## src/rtl/clk_sup_pkg.sv

```systemverilog
`timescale 1ns/1ps
package clk_sup_pkg;
  localparam int unsigned FLT_N       = 5;
  localparam int unsigned FLT_LOCK    = 0;
  localparam int unsigned FLT_OVF     = 1;
  localparam int unsigned FLT_PHASE   = 2;
  localparam int unsigned FLT_INLOST  = 3;
  localparam int unsigned FLT_OUTSTOP = 4;

  typedef enum logic [1:0] {
    SEQ_IDLE  = 2'd0,
    SEQ_PULSE = 2'd1,
    SEQ_WAIT  = 2'd2
  } seq_state_e;
endpackage

```

## src/rtl/clk_sup_sync.sv

```systemverilog
`timescale 1ns/1ps
module clk_sup_sync #(
  parameter int unsigned     W       = 1,
  parameter logic [W-1:0]    RST_VAL = '0
) (
  input  logic         clk_i,
  input  logic         rst_ni,
  input  logic [W-1:0] d_i,
  output logic [W-1:0] q_o
);
  logic [W-1:0] s1_q, s2_q;
  logic [1:0]   warm_q;

  always_ff @(posedge clk_i or negedge rst_ni) begin
    if (!rst_ni) begin
      s1_q <= RST_VAL;
      s2_q <= RST_VAL;
    end else begin
      s1_q <= d_i;
      s2_q <= s1_q;
    end
  end

  assign q_o = s2_q;

  // edges seen since reset, saturating at 2
  always_ff @(posedge clk_i or negedge rst_ni) begin
    if (!rst_ni)              warm_q <= 2'd0;
    else if (warm_q != 2'd2)  warm_q <= warm_q + 2'd1;
  end

  assert_sync_delay_R10: assert property (@(posedge clk_i) disable iff (!rst_ni)
    (warm_q == 2'd2) |-> (q_o == $past(d_i, 2)));
endmodule

```

## src/rtl/clk_sup_rstseq.sv

```systemverilog
`timescale 1ns/1ps
module clk_sup_rstseq import clk_sup_pkg::*; #(
  parameter int unsigned RST_W = 3,
  parameter int unsigned TW    = 16
) (
  input  logic          clk_i,
  input  logic          rst_ni,
  input  logic          fault_i,
  input  logic [TW-1:0] timeout_i,
  output logic          mgr_rst_o
);
  localparam int unsigned PW = $clog2(RST_W + 1);

  seq_state_e    st_q;
  logic [PW-1:0] pcnt_q;
  logic [TW-1:0] wcnt_q;

  always_ff @(posedge clk_i or negedge rst_ni) begin
    if (!rst_ni) begin
      st_q   <= SEQ_IDLE;
      pcnt_q <= '0;
      wcnt_q <= '0;
    end else begin
      unique case (st_q)
        SEQ_IDLE: if (fault_i) begin
          st_q   <= SEQ_PULSE;
          pcnt_q <= '0;
        end
        SEQ_PULSE: if (pcnt_q == PW'(RST_W - 1)) begin
          st_q   <= SEQ_WAIT;
          wcnt_q <= '0;
        end else begin
          pcnt_q <= pcnt_q + PW'(1);
        end
        SEQ_WAIT: if (!fault_i) begin
          st_q <= SEQ_IDLE;
        end else if (wcnt_q >= timeout_i) begin
          st_q   <= SEQ_PULSE;
          pcnt_q <= '0;
        end else begin
          wcnt_q <= wcnt_q + TW'(1);
        end
        default: st_q <= SEQ_IDLE;
      endcase
    end
  end

  assign mgr_rst_o = (st_q == SEQ_PULSE);

  assert_pulse_min_R3: assert property (@(posedge clk_i) disable iff (!rst_ni)
    $rose(mgr_rst_o) |=> mgr_rst_o ##1 mgr_rst_o);
  assert_pulse_cause_R1: assert property (@(posedge clk_i) disable iff (!rst_ni)
    $rose(mgr_rst_o) |-> $past(fault_i));
  assert_gap_after_pulse_R4: assert property (@(posedge clk_i) disable iff (!rst_ni)
    $fell(mgr_rst_o) |=> !mgr_rst_o);
endmodule

```

## src/rtl/clk_sup_failover.sv

```systemverilog
`timescale 1ns/1ps
module clk_sup_failover #(
  parameter int unsigned HW = 16
) (
  input  logic          clk_i,
  input  logic          rst_ni,
  input  logic          fault_i,
  input  logic [HW-1:0] holdoff_i,
  output logic          ref_sel_o
);
  logic          sel_q;
  logic [HW-1:0] hcnt_q;
  logic [HW:0]   need, hnext;

  // zero hold-off behaves as one clean cycle
  assign need  = (holdoff_i == '0) ? (HW+1)'(1) : {1'b0, holdoff_i};
  assign hnext = {1'b0, hcnt_q} + (HW+1)'(1);

  always_ff @(posedge clk_i or negedge rst_ni) begin
    if (!rst_ni) begin
      sel_q  <= 1'b0;
      hcnt_q <= '0;
    end else if (!sel_q) begin
      if (fault_i) begin
        sel_q  <= 1'b1;
        hcnt_q <= '0;
      end
    end else if (fault_i) begin
      hcnt_q <= '0;
    end else if (hnext >= need) begin
      sel_q  <= 1'b0;
      hcnt_q <= '0;
    end else begin
      hcnt_q <= hnext[HW-1:0];
    end
  end

  assign ref_sel_o = sel_q;

  assert_switch_backup_R5: assert property (@(posedge clk_i) disable iff (!rst_ni)
    (!sel_q && fault_i) |=> sel_q);
  assert_hold_on_fault_R7: assert property (@(posedge clk_i) disable iff (!rst_ni)
    (sel_q && fault_i) |=> sel_q);
  assert_revert_clean_R6: assert property (@(posedge clk_i) disable iff (!rst_ni)
    $fell(sel_q) |-> $past(!fault_i));
endmodule

```

## src/rtl/clk_health_sup.sv

```systemverilog
`timescale 1ns/1ps
module clk_health_sup import clk_sup_pkg::*; #(
  parameter int unsigned RST_W  = 3,
  parameter int unsigned TMO_W  = 16,
  parameter int unsigned HOLD_W = 16
) (
  input  logic              clk_i,
  input  logic              rst_ni,
  input  logic              lock_i,
  input  logic              ovf_i,
  input  logic              phase_err_i,
  input  logic              in_lost_i,
  input  logic              out_stop_i,
  input  logic              out_used_i,
  input  logic [TMO_W-1:0]  lock_tmo_i,
  input  logic [HOLD_W-1:0] holdoff_i,
  input  logic [FLT_N-1:0]  flt_clr_i,
  output logic              mgr_rst_o,
  output logic              ref_sel_o,
  output logic [FLT_N-1:0]  flt_o
);
  logic [FLT_N-1:0] raw_flt, sync_flt, flt_now, flt_q;
  logic             any_fault;

  // fault polarity before the synchronizer; all-zero reset value means healthy
  always_comb begin
    raw_flt              = '0;
    raw_flt[FLT_LOCK]    = ~lock_i;
    raw_flt[FLT_OVF]     = ovf_i;
    raw_flt[FLT_PHASE]   = phase_err_i;
    raw_flt[FLT_INLOST]  = in_lost_i;
    raw_flt[FLT_OUTSTOP] = out_stop_i;
  end

  clk_sup_sync #(.W(FLT_N), .RST_VAL('0)) u_sync (
    .clk_i (clk_i),
    .rst_ni(rst_ni),
    .d_i   (raw_flt),
    .q_o   (sync_flt)
  );

  always_comb begin
    flt_now              = sync_flt;
    flt_now[FLT_OUTSTOP] = sync_flt[FLT_OUTSTOP] & out_used_i;
  end

  assign any_fault = |flt_now;

  clk_sup_rstseq #(.RST_W(RST_W), .TW(TMO_W)) u_rstseq (
    .clk_i    (clk_i),
    .rst_ni   (rst_ni),
    .fault_i  (any_fault),
    .timeout_i(lock_tmo_i),
    .mgr_rst_o(mgr_rst_o)
  );

  clk_sup_failover #(.HW(HOLD_W)) u_failover (
    .clk_i    (clk_i),
    .rst_ni   (rst_ni),
    .fault_i  (any_fault),
    .holdoff_i(holdoff_i),
    .ref_sel_o(ref_sel_o)
  );

  for (genvar i = 0; i < FLT_N; i++) begin : g_sticky
    always_ff @(posedge clk_i or negedge rst_ni) begin
      if (!rst_ni) flt_q[i] <= 1'b0;
      else         flt_q[i] <= flt_now[i] | (flt_q[i] & ~flt_clr_i[i]);
    end

    assert_sticky_hold_R8: assert property (@(posedge clk_i) disable iff (!rst_ni)
      (flt_q[i] && !flt_clr_i[i]) |=> flt_q[i]);
  end

  assign flt_o = flt_q;

  assert_stop_masked_R2: assert property (@(posedge clk_i) disable iff (!rst_ni)
    $rose(flt_q[FLT_OUTSTOP]) |-> $past(out_used_i));
  assert_fault_to_backup_R5: assert property (@(posedge clk_i) disable iff (!rst_ni)
    (|flt_q && !$past(|flt_q)) |-> ref_sel_o);
endmodule

```

## config.mk

```make
export PLATFORM = sky130hd
export DESIGN_NAME = clk_health_sup
export DESIGN_NICKNAME = d
export VERILOG_FILES = /design/src/rtl/clk_sup_pkg.sv /design/src/rtl/clk_sup_sync.sv /design/src/rtl/clk_sup_rstseq.sv /design/src/rtl/clk_sup_failover.sv /design/src/rtl/clk_health_sup.sv
export SDC_FILE = /design/constraint.sdc
export NUM_CORES = 1
export LEC_CHECK = 0
export BUFFER_PORTS_ARGS = -buffer_cell sky130_fd_sc_hd__buf_4
export CELL_PAD_IN_SITES_DETAIL_PLACEMENT = 0
export CELL_PAD_IN_SITES_GLOBAL_PLACEMENT = 2
export CORE_MARGIN = 4
export CORE_UTILIZATION = 36
export CTS_BUF_LIST = sky130_fd_sc_hd__clkbuf_4 sky130_fd_sc_hd__clkbuf_8
export CTS_CLUSTER_DIAMETER = 30
export CTS_CLUSTER_SIZE = 24
export DETAILED_ROUTE_END_ITERATION = 10
export HOLD_SLACK_MARGIN = 0.06
export PLACE_DENSITY_LB_ADDON = 0.08
export SLEW_MARGIN = 0
export SYNTH_ARGS = -nofsm -noshare
export SYNTH_HDL_FRONTEND = slang
export SYNTH_SLANG_ARGS = --single-unit
export TNS_END_PERCENT = 50
```

## constraint.sdc

```tcl
create_clock -name clk_i -period 3.55 [get_ports clk_i]
set_input_delay 0 -clock clk_i [delete_from_list [all_inputs] [get_ports clk_i]]
set_output_delay 0 -clock clk_i [all_outputs]
set_load 0.02 [all_outputs]
```

==> summary.md <==
The adder-cell share of the synthesized area was 0.133; the pin count of the biggest net entering global routing was 53. After routing, the total negative slack on setup checks comes to 0 ns. The number of iterations in the first detailed-routing pass came out at 4.

For the number of failing hold endpoints at the final stage, the log shows 0. The number of unique standard cell types used by synthesis was 46. For the CTS buffer count, the log shows 5.

The multi-input combinational cells in the finished layout cover a total of 1770 sq um. The clock insertion delay at the later pin of the skew report was 0.30 ns. The floorplan step defined a die boundary enclosing 10700 sq um.

Yosys mapped a number of flops with a built-in enable equal to 0. The delay of the slowest cell on the worst path was 0.61 ns. The buffering stage count on the worst path with inverters included is 1. By area the synthesized netlist is led by dfrtp_1 39%, ha_1 13%, inv_1 5.4%. The type of element launching the critical path was a flip-flop.

Traced cell by cell, the critical path runs through nand2_1 -> or4_1 -> nand2b_1 -> xnor2_1 -> ha_1 -> o21a_1 -> o21ai_1 -> o21ai_0 -> nor3_2 -> buf_4 -> nand2_1 -> o211ai_1. In the final layout, flip-flops and latches occupy 1300 sq um. The layout net count was 500; the relative slew slack was 0.253. The tree is rooted in a clkbuf_8. The tool flagged a number of max-cap violations equal to 0. The final estimated routing congestion in global placement is 0.766, and the horizontal extent of the die is 104 microns. In this design, the critical path's most frequently occurring cell is nand2_1. The number of global-route vias before repair came out at 2776. The post-route fraction of the period consumed by the critical path came out at 0.925. The run gives 3.51 ns as the arrival time at the worst endpoint. Cell at the slowest stage of the critical path: or4_1. The dominant combinational cell family by area after synthesis is simple AND/OR/NAND/NOR gates. Initial antenna violation count: 0.

Total routing usage reported by global routing: 0.148. The synthesized design contains 52 register bits. Share of the synthesized area in compound gates (AO/OA/AOI/OAI): 0.176. TritonCTS built the clock tree. Based on the critical path, the design can be clocked at up to 305 MHz. The share of the synthesized area in the top cell type works out to 0.395.

Setup repair after global routing left no endpoint under its margin. The power density relative to cell area was 362 nW/um^2; the layout overhead on the synthesized area was 22.6%. The total of buffers placed on input and output ports came out at 51. In the routed layout, each cell is associated on average with a via count of 5.23.

Multiplexer area fraction after synthesis: 0.00304. The DRC violations left was 0; the slew of the pin with the lowest slew margin was 1.12 ns. The final layout contains routed wiring with a total length of 7.78 mm. For the number of core rows, the log shows 34. For the post-DP HPWL, the log shows 5.92 mm. The ratio of cells with drive above 1 in the final layout is 0.181. The synthesized netlist occupies a cell area of 3290 sq um.

The I/O pin count was 52; the final period demand of the worst path was 3.28 ns. The total count of max-transition violations in the final report is 0, and the number of antenna diodes is 0. Number of buffers added for setup after CTS: 0. The number of sinks driven by the clock tree came out at 52. The run finished with clean final reports. Net count after synthesis: 431. During synthesis, Yosys emitted a total of 0 warnings.

Between clock sinks in the finished design, the worst skew comes to 0.00381 ns. The analysis attributes to cell leakage a power of 1.94 nW. The routed layout has 2767 vias. The filler cells instantiated in the layout total 866. At the worst endpoint, the required time is 3.78 ns. IR analysis of the VDD net gives a maximum drop of 0.000317 V. The commonest cells after synthesis are 52 x dfrtp_1, 47 x inv_1, 35 x ha_1, 27 x nand2_1, 23 x a21oi_1. Type of the most critical hold path: in2reg. Xor-xnor portion of the synthesized cell area: 0.0372. Setup violations remaining at the end of the flow were counted as 0.

The area of the core region was 8810 sq um; the maximum count of clock buffers along a single path was 2. The class of the most critical setup path was reg2reg. A synthesized cell averages 9.39 sq um. The kind of cell adding the most delay to the critical path was simple AND/OR/NAND/NOR gates.

Kind of end point of the critical path: a flip-flop. The utilization after layout is 0.459, and the remaining number of nets flagged by the antenna check after routing is 0. The run gives 351 as the instance count of the mapped netlist.

For the share of the yosys chip area belonging to registers, the log shows 0.395. The fraction of registers with async set or reset after synthesis is 1.00. Among all flip-flop cells after synthesis, the most frequent one is dfrtp_1. The largest total area in the synthesized netlist belongs to dfrtp_1. The number of H-tree levels was 2; the average detailed-routed wire length per instance was 14.7 microns. Along the worst path, the maximum fanout reaches 11. The first global-routing pass estimated 13.4 mm of wire. The clock slew at the register clock pins of the worst setup and hold paths was 0.11 ns. The initial core utilization is 0.374, and the total global routing overflow is 0. The vertical extent of the die was 104 microns. The most frequently used cell type in the post-synthesis netlist was dfrtp_1. Synthesized-area fraction occupied by and/or/nand/nor cells: 0.187.

After the first detailed-routing iteration, the DRC count stood at 62.
==> kinds of logic after synthesis <==
group | count (synthesis)
simple gates | 111
compound gates | 83
buf+inv | 55
flops | 52
fa+ha+maj | 35
xor+xnor | 14
mux | 1
==> tightest hold or removal path, delay by kind of cell <==
kind	cells	cell delay, ns
AND/OR/NAND/NOR	3	0.33
buffers and inverters	1	0.08
==> state kept, by name, indices dropped and copies added, names as in the netlist <==
register / count
u_sync.q_o: 5
u_failover.ref_sel_o: 1
u_rstseq.wcnt_q: 16
u_rstseq.st_q: 2
flt_o: 5
u_rstseq.pcnt_q: 2
u_sync.s1_q: 5
u_failover.hcnt_q: 16
==> routing by layer <==
layer  track usage  up-vias  share of wire
li1              -     1408              -
met1         0.217     1306           0.51
met2         0.229       47           0.44
met3        0.0267        6          0.036
met4        0.0313        0          0.012
met5             0        -              0
==> what timing repair did <==
| action | CTS | global route |
|---|---|---|
| endpoints found under the setup margin | 0 | 15 |
| hold endpoints to repair | 62 | 0 |
| gates resized for setup | 0 | 2 |
| hold buffers | 12 | 0 |
==> cell type report <==
class	count	share of cell area
Multi-Input combinational cell	244	0.439
Sequential cell	52	0.322
Timing Repair Buffer	70	0.138
Inverter	47	0.0437
Tap cell	108	0.0335
Clock buffer	5	0.0170
Clock inverter	3	0.00651
==> power breakdown <==
group	internal (mW)	switching, mW
Clock	0.145	0.220
Sequential	0.650	0.0585
Combinational	0.170	0.218
Total	0.964	0.496
==> path summary, 6_finish.rpt <==
kind                                    endpoint  slack, ns                  from  cells past startpoint
max in group asynchronous  u_failover.hcnt_q[12]       2.82                rst_ni                      2
hold reg to reg                    u_sync.q_o[0]       0.36        u_sync.s1_q[0]                      0
setup reg to reg           u_failover.hcnt_q[14]       0.27  u_failover.hcnt_q[2]                     12
min in group asynchronous    u_rstseq.wcnt_q[13]       0.27                rst_ni                      2
hold / removal              u_failover.ref_sel_o       0.13            out_used_i                      4
setup / recovery           u_failover.hcnt_q[14]       0.27  u_failover.hcnt_q[2]                     12
==> cell usage in the layout, fill, tap and decap left out, types with 2 or more instances in the layout <==
cell and n:
a211oi_1 2, clkbuf_8 5, dlygate4sd3_1 12, o211ai_1 2, xnor2_1 10, clkinv_4 2
nor2b_1 4, a21oi_1 23, nor3_1 4, nand4_1 10, nor3_2 2, a31oi_1 2
buf_4 58, dfrtp_1 52, or3_1 3, inv_1 47, o21ai_1 3, nand2_1 27
o31ai_1 11, o21ai_0 11, xor2_1 4, and3_1 5, nand2b_1 2, or4_1 13
a21o_1 4, nand3_1 16, nor2_1 14, nor4_1 3, o21a_1 4, a32o_1 14
ha_1 35
==> per-stage QoR <==
stage	hold slack (ns)	power (mW)	area (sq um)	std cells	setup WS, ns
after floorplan	-0.296	0.969	3290	351	0.439
after global placement	0.0893	1.10	3820	509	0.219
after detailed placement	0.0947	1.10	3820	509	0.211
after CTS	0.143	1.48	4030	529	0.172
after global routing	0.163	1.56	4040	529	0.00800
final	0.131	1.46	4040	529	0.267
Power figures use the tool's default switching activity.
